`src/rtl/tor_pkg.sv`:
```
package tor_pkg;
   localparam int unsigned TOR_CODE_W = 7;
   localparam int unsigned TOR_CHAR_W = 8;

   typedef enum logic [2:0] {
      CLS_PRINT,
      CLS_TO_FIGS,
      CLS_TO_LTRS,
      CLS_QUIET,
      CLS_BAD
   } code_class_e;
endpackage

```
`src/rtl/tor_weight_check.sv`:
```
module tor_weight_check #(
   parameter int unsigned CODE_W = 7,
   parameter int unsigned ONES   = 4,
   parameter bit          STRICT = 1'b1
) (
   input  logic [CODE_W-1:0] code,
   output logic              weight_ok
);
   localparam int unsigned CNT_W = $clog2(CODE_W + 1);

   generate
      if (STRICT) begin : g_strict
         logic [CNT_W-1:0] partial [CODE_W+1];
         assign partial[0] = '0;
         for (genvar i = 0; i < CODE_W; i++) begin : g_sum
            assign partial[i+1] = partial[i] + CNT_W'(code[i]);
         end
         assign weight_ok = (partial[CODE_W] == CNT_W'(ONES));
      end else begin : g_loose
         assign weight_ok = 1'b1;
      end
   endgenerate
endmodule

```
`src/rtl/tor_code_rom.sv`:
```
module tor_code_rom #(
   parameter int unsigned CODE_W = 7,
   parameter int unsigned CHAR_W = 8
) (
   input  logic              figs,
   input  logic [CODE_W-1:0] code,
   output logic [CHAR_W-1:0] ch,
   output logic              hit
);
   logic [CHAR_W-1:0] ltr_c, fig_c;

   always_comb begin
      hit   = 1'b1;
      ltr_c = '0;
      fig_c = '0;
      case (code)
         7'h17: begin ltr_c = "J"; fig_c = 8'h60; end
         7'h1B: begin ltr_c = "F"; fig_c = "!";   end
         7'h1D: begin ltr_c = "C"; fig_c = ":";   end
         7'h1E: begin ltr_c = "K"; fig_c = "(";   end
         7'h27: begin ltr_c = "W"; fig_c = "2";   end
         7'h2B: begin ltr_c = "Y"; fig_c = "6";   end
         7'h2D: begin ltr_c = "P"; fig_c = "0";   end
         7'h2E: begin ltr_c = "Q"; fig_c = "1";   end
         7'h35: begin ltr_c = "G"; fig_c = "&";   end
         7'h39: begin ltr_c = "M"; fig_c = ".";   end
         7'h3A: begin ltr_c = "X"; fig_c = "/";   end
         7'h3C: begin ltr_c = "V"; fig_c = ";";   end
         7'h47: begin ltr_c = "A"; fig_c = "-";   end
         7'h4B: begin ltr_c = "S"; fig_c = 8'h07; end
         7'h4D: begin ltr_c = "I"; fig_c = "8";   end
         7'h4E: begin ltr_c = "U"; fig_c = "7";   end
         7'h53: begin ltr_c = "D"; fig_c = "$";   end
         7'h55: begin ltr_c = "R"; fig_c = "4";   end
         7'h56: begin ltr_c = "E"; fig_c = "3";   end
         7'h59: begin ltr_c = "N"; fig_c = ",";   end
         7'h5C: begin ltr_c = " "; fig_c = " ";   end
         7'h63: begin ltr_c = "Z"; fig_c = 8'h22; end
         7'h65: begin ltr_c = "L"; fig_c = ")";   end
         7'h69: begin ltr_c = "H"; fig_c = "#";   end
         7'h6A: begin ltr_c = " "; fig_c = " ";   end
         7'h6C: begin ltr_c = 8'h0A; fig_c = 8'h0A; end
         7'h71: begin ltr_c = "O"; fig_c = "9";   end
         7'h72: begin ltr_c = "B"; fig_c = "?";   end
         7'h74: begin ltr_c = "T"; fig_c = "5";   end
         7'h78: begin ltr_c = 8'h0D; fig_c = 8'h0D; end
         default: hit = 1'b0;
      endcase
      ch = figs ? fig_c : ltr_c;
   end
endmodule

```
`src/rtl/tor_shift_state.sv`:
```
module tor_shift_state (
   input  logic clk,
   input  logic rst_n,
   input  logic go_figs,
   input  logic go_ltrs,
   output logic figs
);
   always_ff @(posedge clk or negedge rst_n) begin
      if (!rst_n)       figs <= 1'b0;
      else if (go_figs) figs <= 1'b1;
      else if (go_ltrs) figs <= 1'b0;
   end
endmodule

```
`src/rtl/tor_char_decoder.sv`:
```
module tor_char_decoder #(
   parameter int unsigned CODE_W    = tor_pkg::TOR_CODE_W,
   parameter int unsigned CHAR_W    = tor_pkg::TOR_CHAR_W,
   parameter int unsigned ONES      = 4,
   parameter bit          STRICT    = 1'b1,
   parameter logic [6:0]  FIGS_CODE = 7'h36,
   parameter logic [6:0]  LTRS_CODE = 7'h5A,
   parameter logic [6:0]  IDLE_A    = 7'h33,
   parameter logic [6:0]  IDLE_B    = 7'h0F,
   parameter logic [6:0]  RPT_CODE  = 7'h66
) (
   input  logic              clk,
   input  logic              rst_n,
   input  logic              in_valid,
   input  logic [CODE_W-1:0] in_code,
   output logic              out_valid,
   output logic [CHAR_W-1:0] out_char,
   output logic              out_print,
   output logic              out_error
);
   import tor_pkg::*;

   generate
      if (CODE_W != 7) begin : g_bad_code_w
         $error("tor_char_decoder: CODE_W must be 7");
      end
      if (CHAR_W != 8) begin : g_bad_char_w
         $error("tor_char_decoder: CHAR_W must be 8");
      end
      if (ONES == 0 || ONES >= CODE_W) begin : g_bad_ones
         $error("tor_char_decoder: ONES out of range");
      end
   endgenerate

   logic              figs_q, weight_ok, rom_hit;
   logic [CHAR_W-1:0] rom_ch;
   code_class_e       cls;

   tor_weight_check #(.CODE_W(CODE_W), .ONES(ONES), .STRICT(STRICT)) u_weight (
      .code      (in_code),
      .weight_ok (weight_ok)
   );

   tor_code_rom #(.CODE_W(CODE_W), .CHAR_W(CHAR_W)) u_rom (
      .figs (figs_q),
      .code (in_code),
      .ch   (rom_ch),
      .hit  (rom_hit)
   );

   always_comb begin
      if (!weight_ok)                                      cls = CLS_BAD;
      else if (in_code == FIGS_CODE)                       cls = CLS_TO_FIGS;
      else if (in_code == LTRS_CODE)                       cls = CLS_TO_LTRS;
      else if (in_code == IDLE_A || in_code == IDLE_B ||
               in_code == RPT_CODE)                        cls = CLS_QUIET;
      else if (rom_hit)                                    cls = CLS_PRINT;
      else                                                 cls = CLS_BAD;
   end

   tor_shift_state u_state (
      .clk     (clk),
      .rst_n   (rst_n),
      .go_figs (in_valid && cls == CLS_TO_FIGS),
      .go_ltrs (in_valid && cls == CLS_TO_LTRS),
      .figs    (figs_q)
   );

   always_ff @(posedge clk or negedge rst_n) begin
      if (!rst_n) begin
         out_valid <= 1'b0;
         out_char  <= '0;
         out_print <= 1'b0;
         out_error <= 1'b0;
      end else begin
         out_valid <= in_valid;
         if (in_valid) begin
            out_print <= (cls == CLS_PRINT);
            out_error <= (cls == CLS_BAD);
            out_char  <= (cls == CLS_PRINT) ? rom_ch : '0;
         end
      end
   end
endmodule

```
`config.mk`:
```
export PLATFORM = sky130hd
export DESIGN_NAME = tor_char_decoder
export DESIGN_NICKNAME = d
export VERILOG_FILES = /design/src/rtl/tor_pkg.sv /design/src/rtl/tor_weight_check.sv /design/src/rtl/tor_code_rom.sv /design/src/rtl/tor_shift_state.sv /design/src/rtl/tor_char_decoder.sv
export SDC_FILE = /design/constraint.sdc
export NUM_CORES = 1
export LEC_CHECK = 0
export BUFFER_PORTS_ARGS = -buffer_cell sky130_fd_sc_hd__buf_4
export CAP_MARGIN = 20
export CORE_ASPECT_RATIO = 1.5
export CORE_MARGIN = 2
export CORE_UTILIZATION = 45
export DETAILED_ROUTE_END_ITERATION = 16
export HOLD_SLACK_MARGIN = 0.02
export SLEW_MARGIN = 20
export SYNTH_ARGS = -nofsm -noshare
export SYNTH_HDL_FRONTEND = slang
export SYNTH_SLANG_ARGS = --single-unit
```
`constraint.sdc`:
```
create_clock -name clk -period 1.8 [get_ports clk]
set_input_delay 0.18 -clock clk [delete_from_list [all_inputs] [get_ports clk]]
set_output_delay 0.18 -clock clk [all_outputs]
set_load 0.05 [all_outputs]
```
# Word level (Yosys, flattened, before mapping)
# Cells that the tools add are included.
# W data, S select, Z words.
# op_classes
addsub	6
eq_ne	39
mux	12
n_reduce_logical	8
# ops
op	n
$pmux W7 S29	2
$eq A7 B7 Y1 const B	20
$eq A7 B6 Y1 const B	10
$reduce_or A30 Y1	1
$eq A7 B5 Y1 const B	4
$add A3 B1 Y3	5
$mux W3	5
$mux W8	1
$eq A7 B4 Y1 const B	1
$mux W7	1
$eq A3 B3 Y1 const B	2
$eq A3 B1 Y1 const B	1
$eq A3 B2 Y1 const B	1
$logic_not A3 Y1	1
$mux W1	3
$add A1 B1 Y2	1
$logic_and A1 B1 Y1	2
$logic_or A1 B1 Y1	2
$reduce_bool A2 Y1	1
$reduce_or A2 Y1	1
# word_totals
regBits	12
in_bits	10
output_inout_bits	11
elab_cells	70

# Longest topological paths before layout
# depth
depth_word	12
ltp_mapped	11
mapped_depth_nobuf	11

# Hierarchy
# Synthesis repeated with hierarchy kept, for this count alone.
# unflattened
cells_unflattened	254
hier_area_um2	1921.8
# modules_own_cells
module	instances	cells_per_inst	area_each_um2	seq_area_each_um2
tor_code_rom	1	190	1204.9	0.0
tor_char_decoder	1	53	564.3	275.3
tor_weight_check	1	8	116.4	0.0
tor_shift_state	1	3	36.3	25.0

# Worst setup path after synthesis
# OpenSTA, ideal clock, no wires.
# synth_path
path_type	input to register
start	input port in_code[2]
end	register out_char[0]
setup_time_ps	84
t_arrival_ps	2745
required_ps	1716
slack_ps	-1029
path_stages	8
path_buffers	0
cell_sequence	fa_1 fa_1 ha_1 fa_1 xnor2_1 nor4b_1 o211ai_2 o22ai_1
# synth_via
elab_chain_cells	10
elab_cells_between_ends	56
classes_between	5 x add/sub; 36 x eq/ne; 10 x mux; 5 x reduce/logical
# synth_lines
element	line_no	source
start, declared	tor_char_decoder.sv:15	input logic [CODE_W-1:0] in_code,
branches (longest 9 deep; another with $add A3 B1 Y3)	n/a	
$mux W8 *	tor_char_decoder.sv:80	out_char <= (cls == CLS_PRINT) ? rom_ch : '0;
end signal, assigned	tor_char_decoder.sv:80	
end, declared	tor_char_decoder.sv:17	output logic [CHAR_W-1:0] out_char,
# Every way passes the cells marked *.
# A chain may end at the register's enable or synchronous reset.

# Worst setup path in the final report
# layout_path
start	input port in_code[5]
end	register out_char[6]
# layout_via
elab_chain_cells	10
elab_cells_between_ends	53
classes_between	2 x add/sub; 36 x eq/ne; 10 x mux; 5 x reduce/logical
# layout_lines
element	line_no	source
$eq A7 B5 Y1 (tied with other cells)	tor_code_rom.sv:16	case (code)
$reduce_or A30 Y1 (no source line)	n/a	
$mux W1	tor_code_rom.sv:16	
$mux W3	tor_char_decoder.sv:57	else if (rom_hit) cls = CLS_PRINT;
$mux W3	tor_char_decoder.sv:55	else if (in_code == IDLE_A || in_code == IDLE_B ||
$mux W3	tor_char_decoder.sv:54	else if (in_code == LTRS_CODE) cls = CLS_TO_LTRS;
$mux W3	tor_char_decoder.sv:53	else if (in_code == FIGS_CODE) cls = CLS_TO_FIGS;
$mux W3	tor_char_decoder.sv:52	if (!weight_ok) cls = CLS_BAD;
$logic_not A3 Y1	tor_char_decoder.sv:80	
$mux W8 *	tor_char_decoder.sv:80	
# Every way passes the cells marked *; elsewhere a longest branch is shown, timed or not.

==> impl_metrics.env <==
export IMPL_cts_clk_slew_worst_paths_ps=50
export IMPL_status="finished, violations left"
export IMPL_placed_cells=314
export IMPL_cts_root_buf="clkbuf_8"
export IMPL_synth_xor_xnor_area_share=0.00547
export IMPL_dpl_hpwl_mm=4.57
export IMPL_synth_edff_count=0
export IMPL_drv_cap=0
export IMPL_rows=26
export IMPL_cp_data_required_time_ps=1960
export IMPL_critical_path_max_stage_delay_ps=510
export IMPL_rsz0062_at_grt="true"
export IMPL_clk_path_buf_depth=2
export IMPL_crit_chain="buf_6, fa_1, fa_1, ha_2, fa_2, xnor2_2, nor4b_4, buf_4, nand3_2, o22ai_2"
export IMPL_worstHoldStart="in_valid"
export IMPL_netlist_area_leader_share=0.172
export IMPL_clk_latency_ps=230
export IMPL_antenna_found_initial=0
export IMPL_grt_pass1_vias=2017
export IMPL_start_kind="input port"
export IMPL_cts_num_sinks=11
export IMPL_hold_ws_ps=171
export IMPL_syn_to_final_growth_pct=44.6
export IMPL_grt_max_degree=29
export IMPL_ios=21
export IMPL_final_nets=302
export IMPL_synth_fa_ha_area_frac=0.116
export IMPL_start_util=0.468
export IMPL_cp_buffers_inverters=2
export IMPL_end_kind="register"
export IMPL_drtPass1Iterations=5
export IMPL_hold_end="out_valid"
export IMPL_setup_ws_ps=-755
export IMPL_hold_path_depth=1
export IMPL_drt_total_wl_mm=5.68
export IMPL_r2r_slack_ps=10
export IMPL_violations="negative setup slack"
export IMPL_yosys_warnings=0
export IMPL_critPathSlowestCell="fa_1"
export IMPL_synth_compound_area_frac=0.274
export IMPL_skew_ps=1.17
export IMPL_core_um2=3420
export IMPL_die_height_um=77.0
export IMPL_synthArstFlopShare=1.00
export IMPL_hp_class="in -> reg"
export IMPL_htree_levels=1
export IMPL_period_needed_ps=2560
export IMPL_avgSynthCellArea_um2=7.77
export IMPL_maxSlewHeadroom=0.538
export IMPL_syn_area_um2=1600
export IMPL_fin_crit_sh=1.42
export IMPL_synth_simple_area_share=0.253
export IMPL_first_iter_violations=141
export IMPL_drc=0
export IMPL_gp_congestion=0.933
export IMPL_final_cells=320
export IMPL_vias_per_cell=6.13
export IMPL_r2r_end="out_char[0]"
export IMPL_cpMostUsedCell="fa_1"
export IMPL_die_x_um=52.7
export IMPL_critPathKind="in -> reg"
export IMPL_portBuffers=19
export IMPL_antenna_left=0
export IMPL_reg2regPathDepth=5
export IMPL_post_drt_wl_per_cell_um=17.7
export IMPL_netlist_instances=206
export IMPL_p_per_area_nw_per_um2=416
export IMPL_cts_tree="done"
export IMPL_grt_pass1_wl_mm=9.18
export IMPL_vias=1961
export IMPL_ir_drop_uv=443
export IMPL_die_area_um2=4060
export IMPL_synth_seq_cells=11
export IMPL_grt_use_total=0.295
export IMPL_leakagePower_nw=1.03
export IMPL_cts_made_buffers=3
export IMPL_drive_gt1_frac=0.396
export IMPL_r2r_start="u_state.figs"
export IMPL_synth_top_cell_by_area="dfrtp_1"
export IMPL_slew_violations=0
export IMPL_insertedDiodeCount=0
export IMPL_synthMuxAreaShare=0.0469
export IMPL_yosysSeqAreaShare=0.172
export IMPL_synth_fp_nets=229
export IMPL_final_hold_violation_count=0
export IMPL_cp_top_family="adder cells"
export IMPL_synth_area_leaders="dfrtp_1 17%, ha_1 7.8%, buf_6 5.6%, o22ai_1 5.5%, nor2_1 4.5%"
export IMPL_worstPathMaxFanout=3
export IMPL_setup_viol=10
export IMPL_arrival_ps=2710
export IMPL_tightest_slew_ps=682
export IMPL_synth_most_common_cell="nor2_1"
export IMPL_overflow=0
export IMPL_max_freq_ghz=0.391
export IMPL_ys_flop_type="dfrtp_1"
export IMPL_ys_top_cells_by_count="19 x nor2_1, 18 x nand2_1, 17 x inv_1, 14 x o22ai_1"
export IMPL_ys_types=57
export IMPL_synth_top_family_by_area="compound AO/OA/AOI/OAI gates"
==> sequential cells by signal, summed over array words and instances, names as in the netlist <==
| register | flops |
|---|---|
| out_char | 7 |
| out_error | 1 |
| out_print | 1 |
| out_valid | 1 |
| u_state.figs | 1 |
==> layer usage <==
metal	GRT usage	part of all wire	vias to the layer above
met2	0.524	0.51	109
li1	-	-	904
met3	0.0233	0.051	41
met1	0.308	0.36	907
met4	0.205	0.075	0
met5	0	0	-
==> worst reg2reg max path, cell delays in order, from the launching register on <==
cell,delay (ps)
dfrtp_1,400
a41o_1,280
a21oi_1,150
o2111ai_1,150
a2111oi_1,520
o22ai_2,150
==> worst max-delay path by stage <==
stage	start	to	slack, ps	cells after the start
floorplan	in_code[5]	out_char[0]	-770	7
global placement	in_code[5]	out_char[0]	-1000	8
detailed placement	in_code[5]	out_char[0]	-1060	8
CTS	in_code[5]	out_char[2]	-760	9
global route	in_code[5]	u_state.figs	-910	10
finish	in_code[5]	out_char[6]	-760	10
==> logic make-up after synthesis <==
family / Yosys count
adders and majority gates: 13
and+or+nand+nor: 78
muxes: 6
xor gates and xnor gates: 1
AOI/OAI and AO/OA: 60
other: 1
DFF: 11
buffers and inverters: 36
==> repair_timing <==
action                     in CTS  in global routing
setup buffers                   1                  0
pin swaps                       7                  4
gates cloned                    0                  0
setup endpoints to repair      10                 10
gates resized for setup         7                  8
hold buffers                    1                  0
hold endpoints to repair       11                  0
==> report_power, final <==
| group | leakage, nW | internal (mW) | switching [mW] |
|---|---|---|---|
| logic | 0.869 | 0.210 | 0.254 |
| clock network | 0.0228 | 0.155 | 0.0843 |
| registers | 0.141 | 0.255 | 0.00346 |
==> area by class of cell <==
type | count | area [um2]
timing repair buffer | 87 | 679
sequential | 11 | 275
multi-input combinational | 159 | 1200
inverter | 17 | 63.8
clock buffer | 4 | 45.0
fill | 283 | 1100
tap | 42 | 52.6
==> cell usage in the layout (no fill, tap or decap), types with 2 or more instances in the layout <==
master	synthesis	layout
nand4_1	4	4
o2bb2ai_1	2	2
inv_1	17	17
a32oi_1	4	4
a21oi_1	7	6
clkbuf_8	0	3
o21ai_1	0	3
nand2b_1	5	5
fa_1	3	2
o22ai_2	0	6
ha_1	10	9
nor3_1	3	3
o32ai_1	5	5
nor2b_1	4	4
and3_1	2	2
a2111oi_0	2	2
a22oi_1	2	2
dfrtp_1	11	11
buf_4	3	82
mux2i_1	3	3
nand3_1	11	10
o22ai_1	14	8
a221oi_1	2	2
o21ai_0	7	4
nand2_1	18	18
buf_6	8	3
nor2_1	19	19
a22o_1	2	2
==> per-stage QoR <==
step           power, mW  TNS [ps]  setup WS [ps]  instance area, um2  utilization
3_3_place_gp       0.681     -9740          -1000                2180        0.637
2_1_floorplan      0.529     -7370           -765                1620            -
4_1_cts            0.947     -7240           -763                2270        0.664
6_report           0.962     -7340           -755                2310        0.677
3_5_place_dp       0.690    -10070          -1060                2180        0.637
5_1_grt             1.02     -8450           -910                2310        0.677
Note: power is estimated with default switching activity, not from simulation.
